--- config.mk ---
export PLATFORM = sky130hd
export DESIGN_NAME = seq_divider
export DESIGN_NICKNAME = d
export VERILOG_FILES = /design/src/rtl/div_pkg.sv /design/src/rtl/div_operand_prep.sv /design/src/rtl/div_restore_step.sv /design/src/rtl/div_result_fix.sv /design/src/rtl/seq_divider.sv
export SDC_FILE = /design/constraint.sdc
export NUM_CORES = 1
export LEC_CHECK = 0
export ABC_AREA = 1
export BUFFER_PORTS_ARGS = -buffer_cell sky130_fd_sc_hd__buf_2
export CORE_ASPECT_RATIO = 1.2
export CORE_MARGIN = 2
export CORE_UTILIZATION = 60
export DETAILED_ROUTE_END_ITERATION = 8
export GPL_TIMING_DRIVEN = 0
export MAX_ROUTING_LAYER = met4
export PLACE_DENSITY_LB_ADDON = 0.12
export SETUP_SLACK_MARGIN = 0.3
export SLEW_MARGIN = 20
export SYNTH_ARGS = -nofsm -noshare
export SYNTH_HDL_FRONTEND = slang
export SYNTH_SLANG_ARGS = --single-unit
export TNS_END_PERCENT = 10
--- constraint.sdc ---
create_clock -name clk -period 4.1 [get_ports clk]
set_input_delay 0.82 -clock clk [delete_from_list [all_inputs] [get_ports clk]]
set_output_delay 0.82 -clock clk [all_outputs]
set_load 0.01 [all_outputs]
--- src/rtl/div_pkg.sv ---
package div_pkg;

    typedef enum logic [1:0] {
        PH_IDLE = 2'd0,
        PH_LOOP = 2'd1,
        PH_FIX  = 2'd2
    } phase_e;

endpackage

--- src/rtl/div_operand_prep.sv ---
module div_operand_prep #(
    parameter int W = 32
) (
    input  logic [W-1:0] value_i,
    input  logic         signed_i,
    output logic [W-1:0] mag_o,
    output logic         neg_o
);
    localparam logic [W-1:0] ONE = {{(W-1){1'b0}}, 1'b1};

    always_comb begin
        neg_o = signed_i & value_i[W-1];
        mag_o = neg_o ? ((~value_i) + ONE) : value_i;
    end

endmodule

--- src/rtl/div_restore_step.sv ---
module div_restore_step #(
    parameter int W = 32
) (
    input  logic [W-1:0] rem_i,
    input  logic [W-1:0] quo_i,
    input  logic [W-1:0] dsr_i,
    output logic [W-1:0] rem_o,
    output logic [W-1:0] quo_o
);
    logic [W:0]   shifted;
    logic [W+1:0] diff;
    logic         fits;

    always_comb begin
        // pair shifted one place left; top bit of remainder kept as carry
        shifted = {rem_i, quo_i[W-1]};
        diff    = {1'b0, shifted} - {2'b00, dsr_i};
        // a non-negative difference is always below the divisor, so bit W is clear
        fits    = ~(diff[W+1] | diff[W]);
        rem_o   = fits ? diff[W-1:0] : shifted[W-1:0];
        quo_o   = {quo_i[W-2:0], fits};
    end

endmodule

--- src/rtl/div_result_fix.sv ---
module div_result_fix #(
    parameter int W = 32
) (
    input  logic [W-1:0] quo_mag_i,
    input  logic [W-1:0] rem_mag_i,
    input  logic         quo_neg_i,
    input  logic         rem_neg_i,
    input  logic         zero_div_i,
    output logic [W-1:0] quo_o,
    output logic [W-1:0] rem_o
);
    localparam logic [W-1:0] ONE = {{(W-1){1'b0}}, 1'b1};

    always_comb begin
        if (zero_div_i) begin
            quo_o = '1;
        end else if (quo_neg_i) begin
            quo_o = (~quo_mag_i) + ONE;
        end else begin
            quo_o = quo_mag_i;
        end
        // with a zero divisor the magnitude is the dividend's, so this restores it
        rem_o = rem_neg_i ? ((~rem_mag_i) + ONE) : rem_mag_i;
    end

endmodule

--- src/rtl/seq_divider.sv ---
module seq_divider
    import div_pkg::*;
#(
    parameter int WIDTH = 32
) (
    input  logic             clk,
    input  logic             rst_n,
    input  logic             start_i,
    input  logic             signed_i,
    input  logic [WIDTH-1:0] dividend_i,
    input  logic [WIDTH-1:0] divisor_i,
    output logic             busy_o,
    output logic             done_o,
    output logic [WIDTH-1:0] quotient_o,
    output logic [WIDTH-1:0] remainder_o,
    output logic             div_by_zero_o
);
    localparam int CNT_W = $clog2(WIDTH) + 1;
    localparam logic [CNT_W-1:0] LAST = CNT_W'(WIDTH - 1);
    localparam logic [CNT_W-1:0] CNT_ONE = CNT_W'(1);

    typedef struct packed {
        phase_e           phase;
        logic [CNT_W-1:0] cnt;
        logic [WIDTH-1:0] rem;
        logic [WIDTH-1:0] quo;
        logic [WIDTH-1:0] dsr;
        logic             q_neg;
        logic             r_neg;
        logic             zdiv;
        logic [WIDTH-1:0] q_out;
        logic [WIDTH-1:0] r_out;
        logic             zdiv_out;
        logic             done;
    } state_t;

    state_t st_q, st_d;

    logic [WIDTH-1:0] dd_mag, dv_mag;
    logic             dd_neg, dv_neg;
    logic [WIDTH-1:0] step_rem, step_quo;
    logic [WIDTH-1:0] fix_quo, fix_rem;

    div_operand_prep #(.W(WIDTH)) u_prep_dd (
        .value_i  (dividend_i),
        .signed_i (signed_i),
        .mag_o    (dd_mag),
        .neg_o    (dd_neg)
    );

    div_operand_prep #(.W(WIDTH)) u_prep_dv (
        .value_i  (divisor_i),
        .signed_i (signed_i),
        .mag_o    (dv_mag),
        .neg_o    (dv_neg)
    );

    div_restore_step #(.W(WIDTH)) u_step (
        .rem_i (st_q.rem),
        .quo_i (st_q.quo),
        .dsr_i (st_q.dsr),
        .rem_o (step_rem),
        .quo_o (step_quo)
    );

    div_result_fix #(.W(WIDTH)) u_fix (
        .quo_mag_i  (st_q.quo),
        .rem_mag_i  (st_q.rem),
        .quo_neg_i  (st_q.q_neg),
        .rem_neg_i  (st_q.r_neg),
        .zero_div_i (st_q.zdiv),
        .quo_o      (fix_quo),
        .rem_o      (fix_rem)
    );

    always_comb begin
        st_d      = st_q;
        st_d.done = 1'b0;
        unique case (st_q.phase)
            PH_IDLE: begin
                if (start_i) begin
                    st_d.phase = PH_LOOP;
                    st_d.cnt   = '0;
                    st_d.rem   = '0;
                    st_d.quo   = dd_mag;
                    st_d.dsr   = dv_mag;
                    st_d.q_neg = dd_neg ^ dv_neg;
                    st_d.r_neg = dd_neg;
                    st_d.zdiv  = (divisor_i == '0);
                end
            end
            PH_LOOP: begin
                st_d.rem = step_rem;
                st_d.quo = step_quo;
                st_d.cnt = st_q.cnt + CNT_ONE;
                if (st_q.cnt == LAST) begin
                    st_d.phase = PH_FIX;
                end
            end
            PH_FIX: begin
                st_d.q_out    = fix_quo;
                st_d.r_out    = fix_rem;
                st_d.zdiv_out = st_q.zdiv;
                st_d.done     = 1'b1;
                st_d.phase    = PH_IDLE;
            end
            default: begin
                st_d.phase = PH_IDLE;
            end
        endcase
    end

    always_ff @(posedge clk) begin
        if (!rst_n) begin
            st_q <= '0;
        end else begin
            st_q <= st_d;
        end
    end

    assign busy_o        = (st_q.phase != PH_IDLE);
    assign done_o        = st_q.done;
    assign quotient_o    = st_q.q_out;
    assign remainder_o   = st_q.r_out;
    assign div_by_zero_o = st_q.zdiv_out;

endmodule

==> flow_summary.yaml, run 1 <==
die:
  ios: 135
  die_height_um: 165
  initial_core_util: 0.606
  dieArea_um2: 22900
  core-area_um2: 21500
  die_w_um: 138
  core.rowCount: 59
critical_path:
  r2r_setup_slack_ps: 1230
  setup.worst_path.start: "st_q[132]$_SDFFE_PN0P_"
  cp-endpoint: "st_q[145]$_SDFFE_PN0P_"
  start_kind: "register"
  path_class: "register to register"
  critPathMaxStageDelay_ps: 410
  r2r-start: "st_q[132]$_SDFFE_PN0P_"
  critPathRequiredTime_ps: 4420
  slowest_stage: "fa_1"
  path_depth: 17
  worst_path_most_repeated_cell: "nand2_2"
  crit_family: "simple AND/OR/NAND/NOR gates"
  crit_buf_inv: 4
  critPathCaptureType: "register"
  timing.rr.end: "st_q[145]$_SDFFE_PN0P_"
  crit_chain: "inv_1, ha_1, fa_1, inv_1, nand2_1, nand2_1, nand3_2, nand2_2, nand2_2, nand2_2, nand2_2, nand3_2, buf_4, buf_6, nand4_1, nand3_1, a21oi_1"
  critPathMaxFanout: 10
  ff2ff_path_depth: 17
  crit_arrival_ps: 3190
synth:
  ys_top_cells_by_count: "nand2_1, inv_1, nor2_1, dfxtp_1, a21oi_1"
  syn-cell-area_um2: 13000
  synth-seq-cells: 173
  syn_inst: 2114
  synth_top_area_frac: 0.266
  seq_area_frac_synth: 0.266
  synth_area_leaders: "dfxtp_1, nand2_1, inv_1, nor2_1, a21oi_1"
  post_synth.cell_area_avg_um2: 6.16
  synth.distinct_cells: 52
  synth_ff_type: "dfxtp_1"
  synthArstFlopShare: 0
  yosysMostFrequentCell: "nand2_1"
  yosys.area.top_type: "dfxtp_1"
  syn_nets: 2220
  yosys_warnings: 0
  synth_edf_count: 0
global_routing:
  grt_pass1_wl_um: 66600
  grtUsageTotal: 0.383
  grt_pass1_vias: 13100
  grt_antenna_before_repair: 2
  grt_max_degree: 19
  gr-total-overflow: 0
sta:
  fin_setup_tns_ps: 0
  rsz0062_at_grt: "false"
  finalSetupViolations: 0
  fin_crit_sh: 0.700
  max_freq_ghz: 0.348
  tightest_slew_ps: 802
  slew_headroom: 0.465
  hold_violations: 0
  fin_skew_ps: 11.2
  slew_violations: 0
  min_period_ps: 2870
hold_path:
  hold_depth: 1
  worstHoldPathType: "register to register"
cts:
  cts.sinks: 173
  clk_latency_ps: 450
  root_buffer: "clkbuf_16"
  cts_tree: "yes"
  cts_max_level: 4
  cts_repair_resize_count: 0
  clock_path_buffers: 2
  cts_made_buffers: 17
  holdBufCountCts: 0
  post_cts_buffers: 0
  cts.clk_slew.worst_paths_ps: 80
layout:
  multiInputGateArea_um2: 7450
  area.sequential_um2: 3460
  area_delta_synth_final_pct: 12.3
  fillers: 2038
  final_util: 0.681
  drive_gt1_frac: 0.129
  fin_nets: 2372
place:
  place.port_buffers: 133
  dp_hpwl_um: 34900
  gp_congestion: 0.968
route:
  wirelength_um: 43100
  routed_via_density: 5.58
  dr.pass1.iters: 8
  drc: 0
  ant_nets: 0
  initialDrtViolationCount: 1084
  vias: 14300
  post_drt_wl_per_cell_um: 16.9
power_and_ir_drop:
  p_leak_nw: 7.57
  irDropWorstVdd_mv: 0.322
  cellPowerDensity_nw_per_um2: 298
run:
  maxCapViolCount: 0
run_status:
  status: "finished clean"
-- cells by family after synthesis --
| family | after synthesis | synth area share |
|---|---|---|
| AO/OA/AOI/OAI | 366 | 0.162 |
| buffers and inverters | 472 | 0.162 |
| flip-flops | 173 | 0.266 |
| XOR/XNOR | 64 | 0.0431 |
| adder cells (fa/ha/maj) | 38 | 0.0371 |
| AND/OR/NAND/NOR | 1001 | 0.330 |
-- how the worst min path moves through the flow --
stage	from	end	slack, ps
2_1_floorplan	st_q[170]$_SDFFE_PN0P_	st_q[170]$_SDFFE_PN0P_	440
3_3_place_gp	st_q[170]$_SDFFE_PN0P_	st_q[170]$_SDFFE_PN0P_	460
3_5_place_dp	st_q[170]$_SDFFE_PN0P_	st_q[170]$_SDFFE_PN0P_	460
4_1_cts	st_q[170]$_SDFFE_PN0P_	st_q[170]$_SDFFE_PN0P_	470
5_1_grt	st_q[168]$_SDFFE_PN0P_	st_q[168]$_SDFFE_PN0P_	510
6_report	st_q[170]$_SDFFE_PN0P_	st_q[170]$_SDFFE_PN0P_	480
-- sequential cells by signal, indices dropped and copies added (netlist names) --
| register | flops |
|---|---|
| div_by_zero_o | 1 |
| done_o | 1 |
| quotient_o | 32 |
| remainder_o | 32 |
| st_q | 107 |
-- final cells by class --
type                            count  share of cell area
Sequential cell                   173               0.237
Clock inverter                     13             0.00967
Inverter                          330              0.0847
Antenna cell                        2            0.000342
Tap cell                          274              0.0234
Multi-Input combinational cell   1469               0.509
Buffer                            142              0.0592
Clock buffer                       19              0.0310
Timing Repair Buffer              133              0.0455
-- stage by stage --
step                      worst slack [ps]  instances  hold slack [ps]  cell area (µm²)  power, mW
after floorplan                       1790       2114              437            13000       2.41
after global placement                1340       2521              457            14000       2.71
after detailed placement              1280       2521              460            14000       2.72
after CTS                             1280       2553              474            14600       4.33
after global routing                  1100       2555              508            14600       4.52
final                                 1230       2555              481            14600       4.35
-- cells in the final DEF, fill, tap and decap left out, types with 7 or more instances in the layout --
| master | synthesis | layout |
|---|---|---|
| nand3_1 | 117 | 117 |
| nand2_1 | 546 | 546 |
| o31ai_1 | 9 | 9 |
| nand4_1 | 49 | 49 |
| o21ai_0 | 111 | 111 |
| xor2_1 | 50 | 50 |
| clkbuf_16 | 0 | 17 |
| dfxtp_1 | 173 | 173 |
| inv_1 | 321 | 321 |
| a31oi_1 | 25 | 25 |
| buf_6 | 7 | 7 |
| nand3b_1 | 19 | 19 |
| buf_2 | 5 | 138 |
| nand2_2 | 12 | 12 |
| clkbuf_1 | 53 | 53 |
| buf_4 | 70 | 70 |
| ha_1 | 37 | 37 |
| o21ai_1 | 7 | 7 |
| xnor2_1 | 14 | 14 |
| nor2_1 | 205 | 205 |
| a21oi_1 | 141 | 141 |
| a22oi_1 | 15 | 15 |
| o211ai_1 | 17 | 17 |
| nor3_1 | 23 | 23 |
| or2_2 | 7 | 7 |
| o221ai_1 | 18 | 18 |
-- where the power goes --
group | leakage (nW) | total, mW | internal, mW | switching (mW)
registers | 1.41 | 1.80 | 1.74 | 0.0604
clock network | 0.294 | 1.65 | 0.849 | 0.796
logic | 5.87 | 0.913 | 0.276 | 0.637
total | 7.57 | 4.35 | 2.86 | 1.49
-- routing by layer --
layer,up-vias,global-route usage,wire length (µm)
li1,7063,-,-
met1,6518,0.401,16400
met2,517,0.693,21500
met3,166,0.0453,2020
met4,0,0.242,3210
met5,-,-,0
-- worst reg2reg max path, cell delays in order, from the launching register on --
cell and delay, ps:
dfxtp_1 330, inv_1 130, ha_1 250, fa_1 410, inv_1 200, nand2_1 70, nand2_1 120, nand3_2 80
nand2_2 130, nand2_2 70, nand2_2 90, nand2_2 90, nand3_2 110, buf_4 210, buf_6 150, nand4_1 120
nand3_1 120, a21oi_1 60
(Power assumes the default switching activity.)
==> inputs of run 2 (changes only) <==
==> constraint.sdc (replaced) <==
create_clock -name clk -period 2.99 [get_ports clk]
set_input_delay 0.598 -clock clk [delete_from_list [all_inputs] [get_ports clk]]
set_output_delay 0.598 -clock clk [all_outputs]
set_load 0.01 [all_outputs]
==> run 2 against run 1 <==
  * Sequential share of layout area hardly changed
  * Critical path depth fell by 2
  * Global-route usage is essentially flat
  * Non-clock buffer count up 1
  * Largest cell class unchanged
==> flow_summary.yaml, run 2 (same netlist as run 1, synthesis figures left out) <==
run_status:
  status: "finished clean"
die:
  dieArea_um2: 22900
  ios: 135
  die_w_um: 138
  core-area_um2: 21500
  initial_core_util: 0.606
  die_height_um: 165
  core.rowCount: 59
global_routing:
  grt_pass1_vias: 13100
  grtUsageTotal: 0.383
  grt_pass1_wl_um: 66700
  gr-total-overflow: 0
  grt_max_degree: 19
  grt_antenna_before_repair: 2
place:
  gp_congestion: 0.968
  dp_hpwl_um: 34900
  place.port_buffers: 133
  place_ws_ps: 185
sta:
  fin_setup_tns_ps: 0
  slew_violations: 0
  fin_crit_sh: 0.857
  setup_ws_ps: 428
  tightest_slew_ps: 831
  max_freq_ghz: 0.390
  min_period_ps: 2560
  hold_violations: 0
  slew_headroom: 0.446
  finalSetupViolations: 0
  rsz0062_at_grt: "true"
  fin_skew_ps: 11.3
critical_path:
  crit_arrival_ps: 2870
  start_kind: "register"
  critPathMaxFanout: 10
  critPathRequiredTime_ps: 3300
  path_class: "register to register"
  critPathCaptureType: "register"
route:
  drc: 0
  dr.pass1.iters: 6
  routed_via_density: 5.56
  initialDrtViolationCount: 1063
  post_drt_wl_per_cell_um: 16.8
  wirelength_um: 43000
  ant_nets: 0
  vias: 14200
layout:
  final_util: 0.682
  area_delta_synth_final_pct: 12.5
  largest_reg_flops: 107
  layout_common_cells: "nand2_1, inv_1, nor2_1"
  fin_nets: 2373
  fillers: 2038
  final_common_cell: "nand2_1"
  largest-register: "st_q"
  drive_gt1_frac: 0.132
power_and_ir_drop:
  p_leak_nw: 7.58
  cellPowerDensity_nw_per_um2: 408
  irDropWorstVdd_mv: 0.437
hold_path:
  worstHoldPathType: "register to register"
cts:
  cts_tree: "yes"
  cts.sinks: 173
  root_buffer: "clkbuf_16"
  clk_latency_ps: 440
  cts_made_buffers: 17
  cts_max_level: 4
  clock_path_buffers: 2
  cts.clk_slew.worst_paths_ps: 80
run:
  maxCapViolCount: 0
[run 2: per-stage QoR]
step / total power [mW] / hold WS (ps) / area, µm² / cells
detailed placement: 3.73 / 460 / 14000 / 2521
global placement: 3.71 / 457 / 14000 / 2521
finish: 5.98 / 476 / 14600 / 2556
floorplan: 3.31 / 437 / 13000 / 2114
global route: 6.21 / 493 / 14600 / 2556
CTS: 5.94 / 474 / 14600 / 2554
[run 2: path summary, 6_finish.rpt]
check                           cells past startpoint                   start  slack [ps]                     end
worst max-delay path                               15  st_q[143]$_SDFFE_PN0P_         430  st_q[159]$_SDFFE_PN0P_
worst min-delay path                                1  st_q[170]$_SDFFE_PN0P_         480  st_q[170]$_SDFFE_PN0P_
worst max register to register                     15  st_q[143]$_SDFFE_PN0P_         430  st_q[159]$_SDFFE_PN0P_
worst min register to register                      1  st_q[170]$_SDFFE_PN0P_         480  st_q[170]$_SDFFE_PN0P_
[run 2: critical path, stage by stage (launching register included)]
cell and delay [ps]:
dfxtp_1 540, ha_1 370, nand2_2 150, inv_2 40, nand2_1 50, nand2_1 100, a21oi_2 190, nand2_2 100
nand2_2 110, nand2_2 80, nand2_4 80, buf_6 170, buf_6 150, nand4_1 130, nand3_1 100, a21oi_1 60
[run 2: power by group]
part	leakage [nW]	internal [mW]	total [mW]	switching, mW
combinational	5.88	0.382	1.26	0.874
sequential	1.41	2.38	2.46	0.0826
clock	0.294	1.16	2.26	1.09
total	7.58	3.93	5.98	2.05
[run 2: cell type report]
type | count | area (µm²) | area share
flip-flops and latches | 173 | 3460 | 0.237
clock inverters | 13 | 141 | 0.00965
inverters | 330 | 1240 | 0.0846
multi-input cells | 1469 | 7460 | 0.509
diodes | 2 | 5.00 | 0.000342
repair buffers | 134 | 673 | 0.0460
plain buffers | 142 | 870 | 0.0594
clock buffers | 19 | 453 | 0.0309
well taps | 274 | 343 | 0.0234
[run 2: timing repair]
item / in CTS / in global routing
hold buffers: 0 / 0
resized for setup: 2 / 5
buffers inserted: 1 / 0
pin swaps: 0 / 0
setup endpoints to repair: 32 / 32
[run 2: routing by layer]
metal	wire, µm	part of all wire	track usage	vias to the layer above
met4	3020	0.070	0.242	0
met2	21800	0.51	0.693	537
met1	16100	0.37	0.401	6441
li1	-	-	-	7067
met3	2150	0.050	0.0453	160
met5	0	0	-	-
==> inputs of run 3 (changes only) <==
--- a/config.mk
+++ b/config.mk
@@ -11,7 +11,6 @@
 export CORE_MARGIN = 2
 export CORE_UTILIZATION = 60
 export DETAILED_ROUTE_END_ITERATION = 8
-export GPL_TIMING_DRIVEN = 0
 export MAX_ROUTING_LAYER = met4
 export PLACE_DENSITY_LB_ADDON = 0.12
 export SETUP_SLACK_MARGIN = 0.3
==> run 3 against run 2 <==
  * Wire length fell by 5.2%
  * Flip-flop and latch count unchanged
  * Design area fell by 4.0%
  * Setup slack gained 42 ps
  * Register-to-register slack better by 40 ps
==> flow_summary.yaml, run 3 (same netlist as run 1, synthesis figures left out) <==
run_status:
  status: "finished clean"
die:
  core.rowCount: 59
  dieArea_um2: 22900
  core-area_um2: 21500
  ios: 135
  die_height_um: 165
  die_w_um: 138
  initial_core_util: 0.606
route:
  wl_met3_um: 1550
  post_drt_wl_per_cell_um: 16.7
  wirelength_um: 40800
  dr.max_layer_used: "met4"
  met1_length_um: 15700
  wl_met2_um: 20900
  drc: 0
  initialDrtViolationCount: 991
  vias: 13500
  routed_via_density: 5.55
  ant_nets: 0
  dr.pass1.iters: 6
sta:
  max_freq_ghz: 0.397
  hold_slack_ps: 475
  fin_setup_tns_ps: 0
  slew_headroom: 0.456
  hold_violations: 0
  fin_skew_ps: 14.5
  tightest_slew_ps: 817
  rsz0062_at_grt: "true"
  finalSetupViolations: 0
  slew_violations: 0
  fin_crit_sh: 0.843
  min_period_ps: 2520
global_routing:
  grt_pass1_vias: 12500
  grt_pass1_wl_um: 63300
  grtUsageTotal: 0.359
  grt_max_degree: 91
  grt_antenna_before_repair: 1
  gr-total-overflow: 0
critical_path:
  start_kind: "register"
  cp-endpoint: "st_q[147]$_SDFFE_PN0P_"
  critPathCaptureType: "register"
  critPathRequiredTime_ps: 3300
  timing.rr.end: "st_q[147]$_SDFFE_PN0P_"
  path_class: "register to register"
  crit_arrival_ps: 2830
  ff2ff_path_depth: 12
  r2r-start: "st_q[154]$_SDFFE_PN0P_"
  critPathMaxFanout: 15
  r2r_setup_slack_ps: 470
  setup.worst_path.start: "st_q[154]$_SDFFE_PN0P_"
run:
  maxCapViolCount: 0
cts:
  cts_tree: "yes"
  root_buffer: "clkbuf_16"
  holdBufCountCts: 0
  cts.sinks: 173
  clk_latency_ps: 440
  clock_path_buffers: 2
  cts_max_level: 4
  cts_made_buffers: 17
  cts.clk_slew.worst_paths_ps: 80
layout:
  fillers: 2087
  final_common_cell: "nand2_1"
  fin_nets: 2258
  final_util: 0.655
  drive_gt1_frac: 0.114
  largest-register: "st_q"
  area_delta_synth_final_pct: 8.06
  largest_reg_flops: 107
  layout_common_cells: "nand2_1, inv_1, nor2_1"
hold_path:
  worstHoldPathType: "register to register"
place:
  place.port_buffers: 134
  dp_hpwl_um: 31600
  gp_congestion: 1.01
power_and_ir_drop:
  cellPowerDensity_nw_per_um2: 428
  p_total_mw: 6.03
  irDropWorstVdd_mv: 0.397
  p_leak_nw: 7.20
## run 3: cell count changes in the layout (fill, tap and decap cells not counted), sizes merged
| cell | delta |
|---|---|
| buf | -62 |
| bufinv | +1 |
| clkbuf | -55 |
| clkinv | +3 |
| clkinvlp | +1 |
| diode | -1 |
| inv | -3 |
## run 3: worst min path at each step
stage                           startpoint                endpoint  cells past startpoint
floorplan           st_q[170]$_SDFFE_PN0P_  st_q[170]$_SDFFE_PN0P_                      1
global placement    st_q[170]$_SDFFE_PN0P_  st_q[170]$_SDFFE_PN0P_                      1
detailed placement  st_q[170]$_SDFFE_PN0P_  st_q[170]$_SDFFE_PN0P_                      1
CTS                         dividend_i[28]  st_q[129]$_SDFFE_PN0P_                      4
global route                dividend_i[28]  st_q[129]$_SDFFE_PN0P_                      4
finish              st_q[170]$_SDFFE_PN0P_  st_q[170]$_SDFFE_PN0P_                      1
## run 3: metal layers
layer  vias to the layer above  global-route usage
met5                         -                   -
met4                         0               0.215
met3                       117              0.0430
met2                       435               0.662
met1                      6164               0.371
li1                       6829                   -
## run 3: cell type report
type / count / area [µm²] / share of cell area
clock inverters: 15 / 199 / 0.0141
flip-flops and latches: 173 / 3460 / 0.246
repair buffers: 161 / 918 / 0.0653
inverters: 330 / 1240 / 0.0880
well taps: 274 / 343 / 0.0244
clock buffers: 17 / 425 / 0.0302
diodes: 1 / 2.50 / 0.000178
multi-input cells: 1469 / 7480 / 0.531
## run 3: repair_timing
| item | in CTS | in global routing |
|---|---|---|
| resized for setup | 0 | 9 |
| buffers inserted | 0 | 5 |
| endpoints found under the setup margin | 0 | 33 |
## run 3: per-stage QoR
| stage | cells | worst slack, ps | area (µm²) |
|---|---|---|---|
| after floorplan | 2114 | 733 | 13000 |
| after global placement | 2402 | 449 | 13400 |
| after detailed placement | 2402 | 334 | 13400 |
| after CTS | 2434 | 302 | 14000 |
| after global routing | 2440 | 276 | 14100 |
| final | 2440 | 471 | 14100 |
## run 3: worst max-delay path: stages, from the launching register on
cell and delay, ps:
dfxtp_1 530, ha_1 350, a21oi_1 220, o21ai_0 190, a21oi_1 250, nor2_1 70, nor2_1 120, nand2_2 100
nand3_4 150, buf_6 190, nand2_1 70, nand3_1 70, a21oi_1 70
## run 3: report_power, final
group	switching, mW	internal, mW	total [mW]
Combinational	0.844	0.378	1.22
Clock	1.12	1.22	2.34
Sequential	0.0867	2.38	2.47
Total	2.05	3.97	6.03
